--- src/rtl/csr_irq_pkg.sv ---
// Shared constants and types for the interrupt CSR access gate.
// Assumes interrupt fields live in the low twelve bits of every register.
package csr_irq_pkg;

    typedef enum logic [1:0] {
        OP_READ  = 2'd0,
        OP_WRITE = 2'd1,
        OP_SET   = 2'd2,
        OP_CLEAR = 2'd3
    } csr_op_e;

    typedef enum logic [2:0] {
        SEL_NONE,
        SEL_MIE,
        SEL_MDEL,
        SEL_MPEND,
        SEL_SIE,
        SEL_SPEND,
        SEL_CNT
    } csr_sel_e;

    localparam logic [11:0] ADDR_MIE   = 12'h304;
    localparam logic [11:0] ADDR_MDEL  = 12'h303;
    localparam logic [11:0] ADDR_MPEND = 12'h344;
    localparam logic [11:0] ADDR_SIE   = 12'h104;
    localparam logic [11:0] ADDR_SPEND = 12'h144;
    localparam logic [6:0]  CNT_PAGE   = 7'b1100000;

    localparam int          IRQ_W      = 12;
    localparam logic [11:0] IRQ_ALL    = 12'hAAA;
    localparam logic [11:0] IRQ_SUP    = 12'h222;
    localparam logic [11:0] IRQ_SWPEND = 12'h022;

    localparam logic [1:0]  PRIV_U     = 2'd0;
    localparam logic [1:0]  PRIV_S     = 2'd1;
    localparam logic [1:0]  PRIV_M     = 2'd3;

endpackage

--- src/rtl/csr_addr_decode.sv ---
// Address decoder: maps a 12-bit CSR address to the register view it names
// and splits out the address fields that govern access rights.
// Assumes nothing about privilege; purely combinational.
module csr_addr_decode
    import csr_irq_pkg::*;
(
    input  logic [11:0] addr,
    output csr_sel_e    sel,
    output logic [1:0]  min_priv,
    output logic        read_only,
    output logic [4:0]  cnt_idx
);

    // Field extraction for the rights check.
    assign min_priv  = addr[9:8];
    assign read_only = (addr[11:10] == 2'b11);
    assign cnt_idx   = addr[4:0];

    // Select which view the address hits.
    always_comb begin
        if (addr[11:5] == CNT_PAGE) sel = SEL_CNT;
        else begin
            unique case (addr)
                ADDR_MIE:   sel = SEL_MIE;
                ADDR_MDEL:  sel = SEL_MDEL;
                ADDR_MPEND: sel = SEL_MPEND;
                ADDR_SIE:   sel = SEL_SIE;
                ADDR_SPEND: sel = SEL_SPEND;
                default:    sel = SEL_NONE;
            endcase
        end
    end

endmodule

--- src/rtl/csr_access_check.sv ---
// Rights check: combines address-encoded privilege, the read-only attribute,
// the two counter-enable masks and decode coverage into one illegal flag.
// Assumes the privilege encoding 0 user, 1 supervisor, 3 machine.
module csr_access_check
    import csr_irq_pkg::*;
(
    input  csr_sel_e    sel,
    input  logic [1:0]  min_priv,
    input  logic        read_only,
    input  logic [4:0]  cnt_idx,
    input  logic [1:0]  priv,
    input  logic        writes,
    input  logic [31:0] mcnt_en,
    input  logic [31:0] scnt_en,
    output logic        bad
);

    logic cnt_block;

    // Counter gating: machine mask below machine mode, both masks in user mode.
    always_comb begin
        cnt_block = 1'b0;
        if (priv < PRIV_M && !mcnt_en[cnt_idx]) cnt_block = 1'b1;
        if (priv < PRIV_S && !scnt_en[cnt_idx]) cnt_block = 1'b1;
    end

    // Any single violation makes the access illegal.
    always_comb begin
        bad = 1'b0;
        if (priv < min_priv)               bad = 1'b1;
        if (read_only && writes)           bad = 1'b1;
        if (sel == SEL_NONE)               bad = 1'b1;
        if (sel == SEL_CNT && cnt_block)   bad = 1'b1;
    end

endmodule

--- src/rtl/csr_rmw_merge.sv ---
// Operation expander: turns the opcode and operand into a data/mask pair and
// merges it with the old value. Assumes a zero mask means "no write".
module csr_rmw_merge
    import csr_irq_pkg::*;
#(
    parameter int XLEN = 32
) (
    input  csr_op_e          op,
    input  logic [XLEN-1:0]  operand,
    input  logic [XLEN-1:0]  old_val,
    output logic [XLEN-1:0]  wdata,
    output logic [XLEN-1:0]  wmask,
    output logic [XLEN-1:0]  new_val
);

    // Expand the opcode into data and mask.
    always_comb begin
        unique case (op)
            OP_WRITE: begin wdata = operand; wmask = '1;      end
            OP_SET:   begin wdata = '1;      wmask = operand; end
            OP_CLEAR: begin wdata = '0;      wmask = operand; end
            default:  begin wdata = '0;      wmask = '0;      end
        endcase
    end

    // Bitwise merge of old and new.
    assign new_val = (old_val & ~wmask) | (wdata & wmask);

endmodule

--- src/rtl/csr_irq_regs.sv ---
// Interrupt state: enable, delegation and software pending registers, with
// per-register write legalisation. Assumes commit is already qualified by
// legality and a nonzero mask.
module csr_irq_regs
    import csr_irq_pkg::*;
#(
    parameter int XLEN = 32
) (
    input  logic             clk,
    input  logic             rst_n,
    input  logic             commit,
    input  csr_sel_e         sel,
    input  logic [XLEN-1:0]  wdata,
    input  logic [XLEN-1:0]  wmask,
    input  logic [XLEN-1:0]  new_val,
    input  logic [XLEN-1:0]  hw_irq,
    output logic [XLEN-1:0]  ie_q,
    output logic [XLEN-1:0]  deleg_q,
    output logic [XLEN-1:0]  pend
);

    localparam logic [XLEN-1:0] ALL_X = XLEN'(IRQ_ALL);
    localparam logic [XLEN-1:0] SUP_X = XLEN'(IRQ_SUP);
    localparam logic [XLEN-1:0] SWP_X = XLEN'(IRQ_SWPEND);

    logic [XLEN-1:0] sw_q;
    logic [XLEN-1:0] ie_d, deleg_d, sw_d, pmask;

    // Pending write mask: software bits, further filtered for the supervisor view.
    assign pmask = (sel == SEL_SPEND) ? (wmask & SWP_X & deleg_q) : (wmask & SWP_X);

    // Next-state selection with legalisation per register.
    always_comb begin
        ie_d    = ie_q;
        deleg_d = deleg_q;
        sw_d    = sw_q;
        if (commit) begin
            unique case (sel)
                SEL_MIE:   ie_d    = new_val & ALL_X;
                SEL_SIE:   ie_d    = (ie_q & ~deleg_q) | (new_val & deleg_q & ALL_X);
                SEL_MDEL:  deleg_d = new_val & SUP_X;
                SEL_MPEND,
                SEL_SPEND: sw_d    = (sw_q & ~pmask) | (wdata & pmask);
                default:   ;
            endcase
        end
    end

    // State update with synchronous active-low reset.
    always_ff @(posedge clk) begin
        if (!rst_n) begin
            ie_q    <= '0;
            deleg_q <= '0;
            sw_q    <= '0;
        end else begin
            ie_q    <= ie_d;
            deleg_q <= deleg_d;
            sw_q    <= sw_d;
        end
    end

    // Effective pending: stored software bits plus hardware lines.
    assign pend = sw_q | (hw_irq & ALL_X);

    a_r11_no_commit_hold: assert property (@(posedge clk) disable iff (!rst_n)
        !commit |=> ($stable(ie_q) && $stable(deleg_q) && $stable(sw_q)));
    a_r7_deleg_sup_only: assert property (@(posedge clk) disable iff (!rst_n)
        (deleg_q & ~SUP_X) == '0);
    a_r6_ie_irq_only: assert property (@(posedge clk) disable iff (!rst_n)
        (ie_q & ~ALL_X) == '0);
    a_r8_seip_from_hw: assert property (@(posedge clk) disable iff (!rst_n)
        pend[9] == hw_irq[9]);

endmodule

--- src/rtl/csr_irq_gate.sv ---
// Top of the interrupt CSR access gate: decodes the address, checks rights,
// returns the pre-access view and commits the read-modify-write on the next
// edge. Assumes one request per cycle, qualified by req_valid.
module csr_irq_gate
    import csr_irq_pkg::*;
#(
    parameter int XLEN = 32
) (
    input  logic             clk,
    input  logic             rst_n,
    input  logic             req_valid,
    input  logic [11:0]      req_addr,
    input  logic [1:0]       req_priv,
    input  logic [1:0]       req_op,
    input  logic [XLEN-1:0]  req_operand,
    input  logic [31:0]      mcnt_en,
    input  logic [31:0]      scnt_en,
    input  logic [XLEN-1:0]  hw_irq,
    output logic [XLEN-1:0]  rd_data,
    output logic             illegal,
    output logic [XLEN-1:0]  ie_o,
    output logic [XLEN-1:0]  deleg_o,
    output logic [XLEN-1:0]  pend_o
);

    csr_sel_e        sel;
    logic [1:0]      min_priv;
    logic            read_only;
    logic [4:0]      cnt_idx;
    logic            bad, writes, commit;
    logic [XLEN-1:0] old_val, wdata, wmask, new_val;

    csr_addr_decode u_dec (
        .addr(req_addr), .sel(sel), .min_priv(min_priv),
        .read_only(read_only), .cnt_idx(cnt_idx)
    );

    csr_rmw_merge #(.XLEN(XLEN)) u_merge (
        .op(csr_op_e'(req_op)), .operand(req_operand), .old_val(old_val),
        .wdata(wdata), .wmask(wmask), .new_val(new_val)
    );

    assign writes = |wmask;

    csr_access_check u_chk (
        .sel(sel), .min_priv(min_priv), .read_only(read_only), .cnt_idx(cnt_idx),
        .priv(req_priv), .writes(writes), .mcnt_en(mcnt_en), .scnt_en(scnt_en),
        .bad(bad)
    );

    // Commit only legal requests that actually write.
    assign commit  = req_valid && !bad && writes;
    assign illegal = req_valid && bad;

    csr_irq_regs #(.XLEN(XLEN)) u_regs (
        .clk(clk), .rst_n(rst_n), .commit(commit), .sel(sel),
        .wdata(wdata), .wmask(wmask), .new_val(new_val), .hw_irq(hw_irq),
        .ie_q(ie_o), .deleg_q(deleg_o), .pend(pend_o)
    );

    // Pre-access view of the addressed register.
    always_comb begin
        unique case (sel)
            SEL_MIE:   old_val = ie_o;
            SEL_MDEL:  old_val = deleg_o;
            SEL_MPEND: old_val = pend_o;
            SEL_SIE:   old_val = ie_o & deleg_o;
            SEL_SPEND: old_val = pend_o & deleg_o;
            default:   old_val = '0;
        endcase
    end

    assign rd_data = old_val;

    a_r1_low_priv_illegal: assert property (@(posedge clk) disable iff (!rst_n)
        (req_valid && (req_priv < req_addr[9:8])) |-> illegal);
    a_r2_ro_write_illegal: assert property (@(posedge clk) disable iff (!rst_n)
        (req_valid && req_addr[11:10] == 2'b11 && req_op == 2'd1) |-> illegal);
    a_r11_illegal_hold: assert property (@(posedge clk) disable iff (!rst_n)
        illegal |=> ($stable(ie_o) && $stable(deleg_o)));
    a_r3_counter_reads_zero: assert property (@(posedge clk) disable iff (!rst_n)
        (req_valid && req_addr[11:5] == CNT_PAGE) |-> rd_data == '0);

endmodule

--- config.mk ---
export PLATFORM = sky130hd
export DESIGN_NAME = csr_irq_gate
export DESIGN_NICKNAME = d
export VERILOG_FILES = /design/src/rtl/csr_irq_pkg.sv /design/src/rtl/csr_addr_decode.sv /design/src/rtl/csr_access_check.sv /design/src/rtl/csr_rmw_merge.sv /design/src/rtl/csr_irq_regs.sv /design/src/rtl/csr_irq_gate.sv
export SDC_FILE = /design/constraint.sdc
export NUM_CORES = 1
export LEC_CHECK = 0
export ABC_AREA = 1
export CAP_MARGIN = 5
export CORE_AREA = 5 5 105 107
export CTS_BUF_LIST = sky130_fd_sc_hd__clkbuf_4 sky130_fd_sc_hd__clkbuf_8 sky130_fd_sc_hd__clkbuf_16
export CTS_CLUSTER_SIZE = 25
export DETAILED_ROUTE_END_ITERATION = 10
export DIE_AREA = 0 0 110 112
export DONT_BUFFER_PORTS = 1
export HOLD_SLACK_MARGIN = 0.02
export PLACE_DENSITY = 0.53
export SLEW_MARGIN = 10
export SYNTH_ARGS = -nofsm -noshare
export SYNTH_HDL_FRONTEND = slang
export SYNTH_SLANG_ARGS = --single-unit
--- constraint.sdc ---
create_clock -name clk -period 3.8 [get_ports clk]
set_input_delay 1.14 -clock clk [delete_from_list [all_inputs] [get_ports clk]]
set_output_delay 1.14 -clock clk [all_outputs]
set_load 0.02 [all_outputs]
==> reports/summary.txt <==
Status = finished, final reports clean
Drt wl/cell = 12.2 microns
Initial Utilization = 31.8%
Skew final = 0.00123 ns
Vias in the first global route = 2,868
Ant. Diodes = 0
Crit path kind = in2out
Startpoint types = input port
DR DRC count = 0
Synth cell types = 36
WP data required = 2.66 ns
Final WL = 8670 microns
Crit path capture type = output pin
Layout area overhead = -7.79%
# hold bufs at CTS = 0
Pin count of the biggest net entering global routing = 35
Clock-pin slew on the worst setup and hold paths = 0.05 ns
Initial detailed-routing violation count = 201
Vias post-DR = 3,042
Fin crit period = 3.63 ns
Worst-Skew Late Latency = 0.24 ns
Chip Width = 110 microns
First-pass GRT wire length = 12,800 microns
Core ar. = 10,000 sq um
Register bit count reported by yosys = 11
Worst hold path type = reg2reg
Synth Instances = 581
Yosys warning total = 0
Max Buffers Root-to-Sink = 2
Worst IR Drop VDD = 0.109 mV
DP HPWL = 7620 microns
Vias/cell = 4.28
Nets = 725
Die ar. = 12,300 sq um
Placement Setup Slack = 0.0861 ns
Unrepaired setup endpoints after global routing = true
Commonest non-fill, non-tap cell in the layout = nand2_1
Register area = 220 sq um
# fillers = 1,204
Gp weighted congestion = 0.809
Overall power = 0.477 mW
GRT Util Overall = 12.5%
Leak pwr = 1.74 nW
Post-layout instance area = 2950 sq um
GR Overflow Total = 0
Root Buffer = clkbuf_8
Avg Cell Area, Syn = 5.50 sq um
Inst Count DP = 706
Synthesized area = 3200 sq um
Port bufs = 0
Most frequent cells in the layout = nand2_1 (192), conb_1 (107), inv_1 (63)
DRT Pass-1 Iters = 4
H-tree levels = 1
Pwr/cell area = 162 nW/um^2
Cell Rows = 37
Final period util = 95.5%
Worst setup slack after layout = 0.172 ns
Die Y = 112 microns
CTS tree = done
Final Max Tran Viols = 0
Sequential area share after synthesis = 6.89%
Max Clock Freq = 276 MHz
Proportion of layout cells with a drive suffix above 1 = 8.54%
Fin cells = 710
Max-cap violation count = 0
Worst EP arrival = 2.49 ns
Sink Count = 11
Setup Viol. Count Final = 0
Total CTS buffers = 3
Top Ports = 276
CP Max Fanout = 22
Area of the multi-input gates = 2160 sq um
DP Area = 2890 sq um
Final Hold Vio Count = 0
Initial antenna violation count = 0
Antenna Nets Post-Route = 0
Setup TNS Final = 0 ns
[cell usage after synthesis]
master / count / area (sq um)
inv_2: 5 / 18.8
o21ai_0: 13 / 65.1
nand2_1: 193 / 724
clkbuf_1: 1 / 3.75
conb_1: 1 / 3.75
nand2_4: 2 / 22.5
a32o_1: 3 / 30.0
buf_6: 5 / 56.3
nand4_2: 2 / 25.0
nand3_4: 2 / 35.0
nor2_8: 2 / 40.0
nor3_1: 1 / 5.00
dfxtp_1: 11 / 220
and2_4: 1 / 8.76
clkinv_1: 1 / 3.75
buf_4: 113 / 848
a21oi_2: 2 / 17.5
o21ai_1: 1 / 5.00
nand2_2: 6 / 37.5
inv_1: 63 / 236
inv_4: 1 / 6.26
nor2_1: 47 / 176
o21ai_2: 1 / 8.76
o211ai_1: 1 / 7.51
o31ai_1: 3 / 22.5
buf_2: 9 / 45.0
nor3_2: 2 / 20.0
nand3_2: 1 / 10.0
ha_1: 3 / 37.5
nand3_1: 52 / 260
o2111ai_1: 1 / 8.76
o22ai_1: 2 / 12.5
nor2_4: 2 / 22.5
a21oi_1: 20 / 100
nand4_1: 4 / 25.0
nor2_2: 4 / 25.0
[state kept, by name (all words and copies together), names as in the netlist]
register        flops
u_regs.ie_q         6
u_regs.deleg_q      3
u_regs.sw_q         2
[cell type report]
cell class,instances,area share [%]
multi-input cells,478,73.2
inverters,70,9.17
flip-flops and latches,11,7.47
well taps,136,5.77
repair buffers,11,2.80
clock buffers,3,1.40
clock inverters,1,0.170
[report_power, final]
part	internal (mW)	total [mW]	switching [mW]
Sequential	0.115	0.115	0.00000325
Combinational	0.0529	0.240	0.187
Clock	0.0724	0.122	0.0495
Total	0.241	0.477	0.236
[metrics by stage]
stage,util [%],hold slack [ns]
after global routing,29.3,0.557
after detailed placement,28.8,0.484
after CTS,29.3,0.497
after global placement,28.8,0.469
after floorplan,-,0.452
final,29.3,0.490
[worst max-delay path, stage by stage]
cell and delay, ns:
inv_2 0.19, nand4_1 0.17, nor2_2 0.15, nand2_1 0.10
nand2_2 0.09, inv_2 0.04, nand4_2 0.08, nand2_4 0.08
nor2_8 0.08, and2_4 0.16, nor2_1 0.05, buf_4 0.15
[metal layers]
| layer | vias up | wire length, microns | part of all wire (%) | GRT usage (%) |
|---|---|---|---|---|
| met5 | - | 0 | 0 | 0 |
| met4 | 0 | 51 | 0.59 | 1.66 |
| met2 | 164 | 4360 | 50 | 24.7 |
| met3 | 6 | 994 | 11 | 2.72 |
| met1 | 1308 | 3270 | 38 | 13.4 |
| li1 | 1564 | - | - | - |
[final timing paths]
check,from,end,slack [ns],depth (start not counted)
worst min register to register,u_regs.sw_q[5],u_regs.sw_q[5],0.49,2
worst max register to register,u_regs.deleg_q[9],u_regs.deleg_q[9],2.20,8
worst max-delay path,req_addr[1],illegal,0.17,12
worst min-delay path,u_regs.sw_q[5],u_regs.sw_q[5],0.49,2
[timing repair]
item,CTS,global route
setup endpoints to repair,0,3
setup buffers,0,0
gates resized for setup,0,3
[cell families after synthesis]
group / count (synthesis) / synth area share (%)
AO/OA/AOI/OAI: 47 / 8.69
adder cells (fa/ha/maj): 3 / 1.17
buffers and inverters: 198 / 38.1
flip-flops: 11 / 6.89
other: 1 / 0.117
AND/OR/NAND/NOR: 321 / 45.0
(Power assumes the default switching activity.)
